File: src/rtl/tlb_repl_pkg.sv
package tlb_repl_pkg;

    localparam int WAYS     = 4;
    localparam int IDX_W    = $clog2(WAYS);
    localparam int LRU_W    = 6;
    localparam int CNT_W    = 6;
    localparam int WORD_W   = 32;
    localparam int LRU_LSB  = 26;
    localparam int BND_LSB  = 18;
    localparam int CNT_LSB  = 10;

    typedef logic [LRU_W-1:0] lru_t;
    typedef logic [CNT_W-1:0] cnt_t;
    typedef logic [IDX_W-1:0] way_t;

    typedef struct packed {
        lru_t lru;
        cnt_t bnd;
        cnt_t cnt;
    } sw_fields_t;

    function automatic sw_fields_t unpack_word(input logic [WORD_W-1:0] w);
        sw_fields_t f;
        f.lru = w[LRU_LSB +: LRU_W];
        f.bnd = w[BND_LSB +: CNT_W];
        f.cnt = w[CNT_LSB +: CNT_W];
        return f;
    endfunction

    // bits forced high when a way is used
    function automatic lru_t use_set(input int w);
        case (w)
            1:       return 6'b100000;
            2:       return 6'b010100;
            3:       return 6'b001011;
            default: return 6'b000000;
        endcase
    endfunction

    // bits forced low when a way is used
    function automatic lru_t use_clr(input int w);
        case (w)
            0:       return 6'b111000;
            1:       return 6'b000110;
            2:       return 6'b000001;
            default: return 6'b000000;
        endcase
    endfunction

    // bits examined when testing a way as victim
    function automatic lru_t vic_care(input int w);
        case (w)
            0:       return 6'b111000;
            1:       return 6'b100110;
            2:       return 6'b010101;
            default: return 6'b001011;
        endcase
    endfunction

    // required values of the examined bits
    function automatic lru_t vic_want(input int w);
        case (w)
            0:       return 6'b111000;
            1:       return 6'b000110;
            2:       return 6'b000001;
            default: return 6'b000000;
        endcase
    endfunction

endpackage

File: src/rtl/tlb_lru_track.sv
module tlb_lru_track
    import tlb_repl_pkg::*;
(
    input  logic clk,
    input  logic rst,
    input  logic load,
    input  lru_t load_val,
    input  logic use_valid,
    input  way_t use_idx,
    output lru_t lru_q
);
    lru_t set_tab [WAYS];
    lru_t clr_tab [WAYS];

    for (genvar g = 0; g < WAYS; g++) begin : g_tab
        assign set_tab[g] = use_set(g);
        assign clr_tab[g] = use_clr(g);
    end

    lru_t lru_upd;
    assign lru_upd = (lru_q & ~clr_tab[use_idx]) | set_tab[use_idx];

    always_ff @(posedge clk) begin
        if (rst)            lru_q <= '0;
        else if (load)      lru_q <= load_val;
        else if (use_valid) lru_q <= lru_upd;
    end
endmodule

File: src/rtl/tlb_victim_dec.sv
module tlb_victim_dec
    import tlb_repl_pkg::*;
(
    input  lru_t lru,
    output way_t victim,
    output logic bad
);
    logic [WAYS-1:0] hit;

    for (genvar g = 0; g < WAYS; g++) begin : g_match
        assign hit[g] = ((lru & vic_care(g)) == vic_want(g));
    end

    always_comb begin
        victim = '0;
        for (int i = WAYS - 1; i >= 0; i--) begin
            if (hit[i]) victim = way_t'(i);
        end
        bad = (hit == '0);
    end
endmodule

File: src/rtl/tlb_urc_ctr.sv
module tlb_urc_ctr
    import tlb_repl_pkg::*;
(
    input  logic clk,
    input  logic rst,
    input  logic load,
    input  cnt_t load_cnt,
    input  cnt_t load_bnd,
    input  logic step,
    output cnt_t cnt_q,
    output cnt_t bnd_q
);
    logic [CNT_W:0] inc;
    logic           wrap;

    always_comb begin
        inc  = {1'b0, cnt_q} + 1'b1;
        wrap = inc[CNT_W] || ((bnd_q != '0) && (inc > {1'b0, bnd_q}));
    end

    always_ff @(posedge clk) begin
        if (rst) begin
            cnt_q <= '0;
            bnd_q <= '0;
        end else if (load) begin
            cnt_q <= load_cnt;
            bnd_q <= load_bnd;
        end else if (step) begin
            cnt_q <= wrap ? '0 : inc[CNT_W-1:0];
        end
    end
endmodule

File: src/rtl/tlb_repl_ctrl.sv
module tlb_repl_ctrl
    import tlb_repl_pkg::*;
(
    input  logic        clk,
    input  logic        rst,
    input  logic        use_valid,
    input  logic [1:0]  use_idx,
    input  logic        utlb_access,
    input  logic        wr_en,
    input  logic [31:0] wr_data,
    output logic [1:0]  victim_idx,
    output logic        lru_bad,
    output logic [5:0]  urc_value
);
    sw_fields_t sw;
    lru_t       lru_q;
    cnt_t       urb_q;

    assign sw = unpack_word(wr_data);

    tlb_lru_track u_lru (
        .clk       (clk),
        .rst       (rst),
        .load      (wr_en),
        .load_val  (sw.lru),
        .use_valid (use_valid),
        .use_idx   (use_idx),
        .lru_q     (lru_q)
    );

    tlb_victim_dec u_vic (
        .lru    (lru_q),
        .victim (victim_idx),
        .bad    (lru_bad)
    );

    tlb_urc_ctr u_urc (
        .clk      (clk),
        .rst      (rst),
        .load     (wr_en),
        .load_cnt (sw.cnt),
        .load_bnd (sw.bnd),
        .step     (utlb_access),
        .cnt_q    (urc_value),
        .bnd_q    (urb_q)
    );
endmodule

File: config.mk
export PLATFORM = sky130hd
export DESIGN_NAME = tlb_repl_ctrl
export DESIGN_NICKNAME = d
export VERILOG_FILES = /design/src/rtl/tlb_repl_pkg.sv /design/src/rtl/tlb_lru_track.sv /design/src/rtl/tlb_victim_dec.sv /design/src/rtl/tlb_urc_ctr.sv /design/src/rtl/tlb_repl_ctrl.sv
export SDC_FILE = /design/constraint.sdc
export NUM_CORES = 1
export LEC_CHECK = 0
export ABC_AREA = 1
export BUFFER_PORTS_ARGS = -buffer_cell sky130_fd_sc_hd__buf_2
export CAP_MARGIN = 10
export CORE_ASPECT_RATIO = 0.9
export CORE_UTILIZATION = 35
export CTS_BUF_LIST = sky130_fd_sc_hd__clkbuf_8 sky130_fd_sc_hd__clkbuf_16
export CTS_CLUSTER_DIAMETER = 30
export DETAILED_ROUTE_END_ITERATION = 10
export PLACE_DENSITY = 0.63
export SLEW_MARGIN = 30
export SYNTH_ARGS = -nofsm -noshare
export SYNTH_HDL_FRONTEND = slang
export SYNTH_SLANG_ARGS = --single-unit
File: constraint.sdc
create_clock -name clk -period 2.7 [get_ports clk]
set_clock_uncertainty 0.15 [all_clocks]
set_input_delay 0.405 -clock clk [delete_from_list [all_inputs] [get_ports clk]]
set_output_delay 0.405 -clock clk [all_outputs]
set_load 0.005 [all_outputs]
======== Word level (Yosys, flattened, before mapping) ========
Cells that the tools add are included.
word-level totals
  bits in registers ....................... 18
  output and inout bits ................... 9
  logic and storage cells ................. 35
cells by class
  add/subtract/negate cells ............... 1
  $lt $le $gt $ge ......................... 2
  equal/unequal tests ..................... 3
  muxes and demuxes ....................... 15
  bitwise gates (word level) .............. 4
  reduce and logical (&&, ||, !) cells .... 7
operators with widths
  cell                 number
  $mux 6               9
  $bmux 6 s2           2
  $mux 2               4
  $add 6x1->7 const B  1
  $gt 7x6->1           1
  $and 6x6->6          1
  $logic_not 6->1      1
  $not 6->6            1
  $or 6x6->6           1
  $reduce_bool 6->1    1
  $logic_not 4->1      1
  $reduce_bool 2->1    2
  $eq 3x1->1 const B   1
  $eq 3x2->1 const B   1
  $eq 3x3->1 const B   1
  $ge 3x3->1 const B   1
  $not 2->3            1
  $logic_and 1x1->1    1
  $logic_or 1x1->1     1

======== Logic depth before layout (Yosys ltp) ========
  word-level depth ........................ 9
  mapped depth ............................ 14

======== Hierarchy ========
From an unflattened synthesis, not the netlist that was laid out.
unflattened totals
  cells, all modules ...................... 174
  area, all modules ....................... 1226.2 µm²
by module, submodules not included
  module          instances  cells an instance  area each (µm²)  seq. area each (µm²)
  tlb_urc_ctr     1          104                783.3            240.2
  tlb_lru_track   1          57                 385.4            120.1
  tlb_victim_dec  1          13                 57.6             0.0

======== Worst setup path before layout ========
OpenSTA, ideal clock, no wires.
  kind .................................... reg2reg
  from .................................... register u_urc.cnt_q[0]
  to ...................................... register u_urc.cnt_q[5]
  setup time .............................. 66 ps
  arrival time ............................ 1797 ps
  path slack .............................. 687 ps
  stages on the path, launching flop included .. 15
  buffers on the path ..................... 0
  clock period less this slack ............ 2013 ps
  path through ............................ dfxtp_1 ha_1 nand3_1 xor2_1 inv_1 ha_1 nand2_1 inv_1 nand2_1 nand2_1 nand2_1 nand2_1 nand2_2 nand3_1 a21oi_2
between the ends
  cells in the longest elaborated chain, start to end .. 7
ends and longest elaborated chain
  element                   RTL line           text
  start: declaration        tlb_urc_ctr.sv:10  output cnt_t cnt_q,
  start signal: assignment  tlb_urc_ctr.sv:26  cnt_q <= load_cnt;
  start signal: assignment  tlb_urc_ctr.sv:29  cnt_q <= wrap ? '0 : inc[CNT_W-1:0];
  $add 6x1->7 *             tlb_urc_ctr.sv:17  inc = {1'b0, cnt_q} + 1'b1;
  $gt 7x6->1                tlb_urc_ctr.sv:18  wrap = inc[CNT_W] || ((bnd_q != '0) && (inc > {1'b0, bnd_q}));
  $logic_and 1x1->1         tlb_urc_ctr.sv:18
  $logic_or 1x1->1          tlb_urc_ctr.sv:18
  $mux 6 *                  tlb_urc_ctr.sv:29
  $mux 6 *                  tlb_urc_ctr.sv:28  end else if (step) begin
  $mux 6 *                  tlb_urc_ctr.sv:25  end else if (load) begin
Mark *: on every way between the ends. The rest lies on a longest branch, timed or not. The select of a mux whose other input is x is not followed.
A chain may end at the register's enable or synchronous reset.

======== Worst setup path after layout ========
  from .................................... register u_urc.cnt_q[0]
  to ...................................... register u_urc.cnt_q[2]
Same word-level chain as after synthesis.

==> flow_summary.ini <==
[outcome]
run_status = finished, final reports clean

[timing]
worst_slack_ns = 0.406
period_share = 0.850
rsz0062_at_grt = no
setup_tns_ns = 0
layout_min_cycle_time_ns = 2.29
fmax_ghz = 0.436
relSlewSlack = 0.710
tightest_slew_ns = 0.433
hold_viol_final = 0
final_max_slew_viol_count = 0
setup_viol = 0

[worst_setup_path]
critPathSlowestCell = dfxtp_1
crit_path_end_kind = flop
cp_data_required_time_ns = 2.75
path_class = reg2reg
crit_top_cell = nand2_1
r2r-end = u_urc.cnt_q[2]
reg2reg_from = u_urc.cnt_q[0]
regToRegSetupSlack_ns = 0.41
r2r_cells = 12
crit_path_cell_trace = ha_1 -> nand3_1 -> xor2_1 -> inv_1 -> ha_1 -> a21oi_1 -> nand2_1 -> nand2_1 -> nand2_1 -> nand2_2 -> nand3_1 -> a21oi_1
cp_max_fo = 6
worstSetupStartpointType = flop
cp.arrival_ns = 2.34
max_stage_delay_ns = 0.44

[die]
io_pins = 48
core_area_um2 = 2860
die_area_um2 = 3370
initial_core_util = 0.385
rows = 18
die_w_um = 61.1
fp.dieH_um = 55.2

[synthesis]
synth_area_um2 = 1100
synth.distinct_cells = 28
seq_area_frac_synth = 0.328
syn_inst = 153
ys_seq_elements = 18
synth-warning-count = 0
avgSynthCellArea_um2 = 7.19
syn-num-nets = 199

[hold_path]
hold_path_class = in2reg
hold_path_depth = 3
min_to = u_lru.lru_q[3]
hold_start = wr_data[29]

[power]
leakagePower_nw = 0.655
power_density_nw_per_um2 = 512
ir_worst_vdd_mv = 0.287

[finish]
fin_area_um2 = 1340
stdcell_count = 226
area_delta_synth_final_pct = 22.0
mostFrequentLayoutCell = buf_2
fill_cells = 313
layout_common_cells = buf_2, inv_1, a21oi_1
num_antenna_cells = 0
nNetsFinal = 233
drive_gt1_frac = 0.274

[placement]
place_inst = 222
gp_congestion = 0.822
dpl_cell_area_um2 = 1290
io_buffers = 33
dp_slack_ns = 0.454
dp_hpwl_um = 2050

[clock_tree]
cts-root-buf = clkbuf_8
postCtsSetupBuffers = 0
clockBufferDepth = 2
clk_latency_ns = 0.26
cts_hold_buf = 0
cts.repair.resized = 0
cts_sinks = 18
cts.clk_slew.worst_paths_ns = 0.08
cts_htree_levels = 1
cts_tree = done
numCtsBuffers = 3

[routing]
antenna_left = 0
first_iter_violations = 36
vias_per_cell = 4.91
wl_per_cell_um = 11.8
wl_um = 2670
drc = 0
via_count = 1110
drtPass1Iterations = 4

[global_routing]
grt_pass1_wl_um = 4270
grt_pass1_vias = 985
grt_use_total = 0.175
gr-total-overflow = 0
antenna_found_initial = 0
grt_max_degree = 17

[job]
drv_cap = 0
cells in the mapped netlist:
| cell type | n | area share |
|---|---|---|
| a21oi_2 | 1 | 0.0080 |
| nand4_1 | 2 | 0.011 |
| o31ai_1 | 2 | 0.014 |
| inv_6 | 1 | 0.0080 |
| a221oi_1 | 1 | 0.0080 |
| o21ai_1 | 4 | 0.018 |
| a211oi_1 | 1 | 0.0068 |
| a21oi_1 | 20 | 0.091 |
| a22oi_1 | 7 | 0.048 |
| buf_6 | 1 | 0.010 |
| nand2_2 | 3 | 0.017 |
| inv_2 | 5 | 0.017 |
| nor2_2 | 2 | 0.011 |
| o21ai_0 | 7 | 0.032 |
| xor2_1 | 3 | 0.024 |
| nand3_2 | 1 | 0.0091 |
| ha_1 | 7 | 0.080 |
| buf_4 | 1 | 0.0068 |
| o22ai_1 | 1 | 0.0057 |
| nor2_1 | 13 | 0.044 |
| buf_2 | 2 | 0.0091 |
| nor3_1 | 2 | 0.0091 |
| nor3_2 | 1 | 0.0091 |
| dfxtp_1 | 18 | 0.33 |
| inv_1 | 22 | 0.075 |
| nand3_1 | 9 | 0.041 |
| a311oi_1 | 1 | 0.0080 |
| nand2_1 | 15 | 0.051 |
kinds of logic (layout without fill, tap and decap cells):
group,count (synthesis),count (layout),share of synthesized area
buffers and inverters,32,65,0.126
adder cells (fa/ha/maj),7,7,0.0796
AO/OA/AOI/OAI,45,45,0.239
flip-flops,18,18,0.328
AND/OR/NAND/NOR,48,48,0.204
XOR/XNOR,3,3,0.0239
routing by layer:
layer  global-route usage  wire length (µm)  up-vias
li1                     -                 -      587
met1                0.226              1290      497
met2                0.286              1260       22
met3               0.0419               107        4
met4               0.0606                21        0
met5                    0                 0        -
metrics by stage:
stage          hold WS, ns   util  power, W
3_3_place_gp         0.313  0.450  0.000454
5_1_grt              0.243  0.469  0.000723
2_1_floorplan        0.292      -  0.000407
4_1_cts              0.243  0.469  0.000688
6_report             0.243  0.469  0.000686
3_5_place_dp         0.318  0.450  0.000460
cell type report:
class	instances	area, µm²	share of cell area
Clock buffer	4	55.1	0.0410
Inverter	28	110	0.0821
Multi-Input combinational cell	103	601	0.448
Sequential cell	18	360	0.269
Tap cell	40	50.0	0.0373
Timing Repair Buffer	33	165	0.123
critical path, delay by kind of cell (launching register included):
kind / cells / cell delay (ns)
fa+ha+maj: 2 / 0.55
simple gates: 6 / 0.49
flops: 1 / 0.44
compound gates: 2 / 0.32
xor+xnor: 1 / 0.21
buf+inv: 1 / 0.07
worst max-delay path by stage:
stage	start	endpoint	depth (start not counted)
after floorplan	u_urc.cnt_q[0]	u_urc.cnt_q[5]	14
after global placement	u_urc.cnt_q[0]	u_urc.cnt_q[5]	14
after detailed placement	u_urc.cnt_q[0]	u_urc.cnt_q[2]	14
after CTS	u_urc.cnt_q[0]	u_urc.cnt_q[2]	14
after global routing	u_urc.cnt_q[0]	u_urc.cnt_q[0]	14
final	u_urc.cnt_q[0]	u_urc.cnt_q[2]	12
power breakdown:
| group | internal [W] | switching, W | total (W) | leakage [nW] |
|---|---|---|---|---|
| clock network | 0.000130 | 0.000101 | 0.000231 | 0.0288 |
| registers | 0.000284 | 0.0000158 | 0.000300 | 0.149 |
| logic | 0.0000657 | 0.0000892 | 0.000155 | 0.477 |
Power figures use the tool's default switching activity.
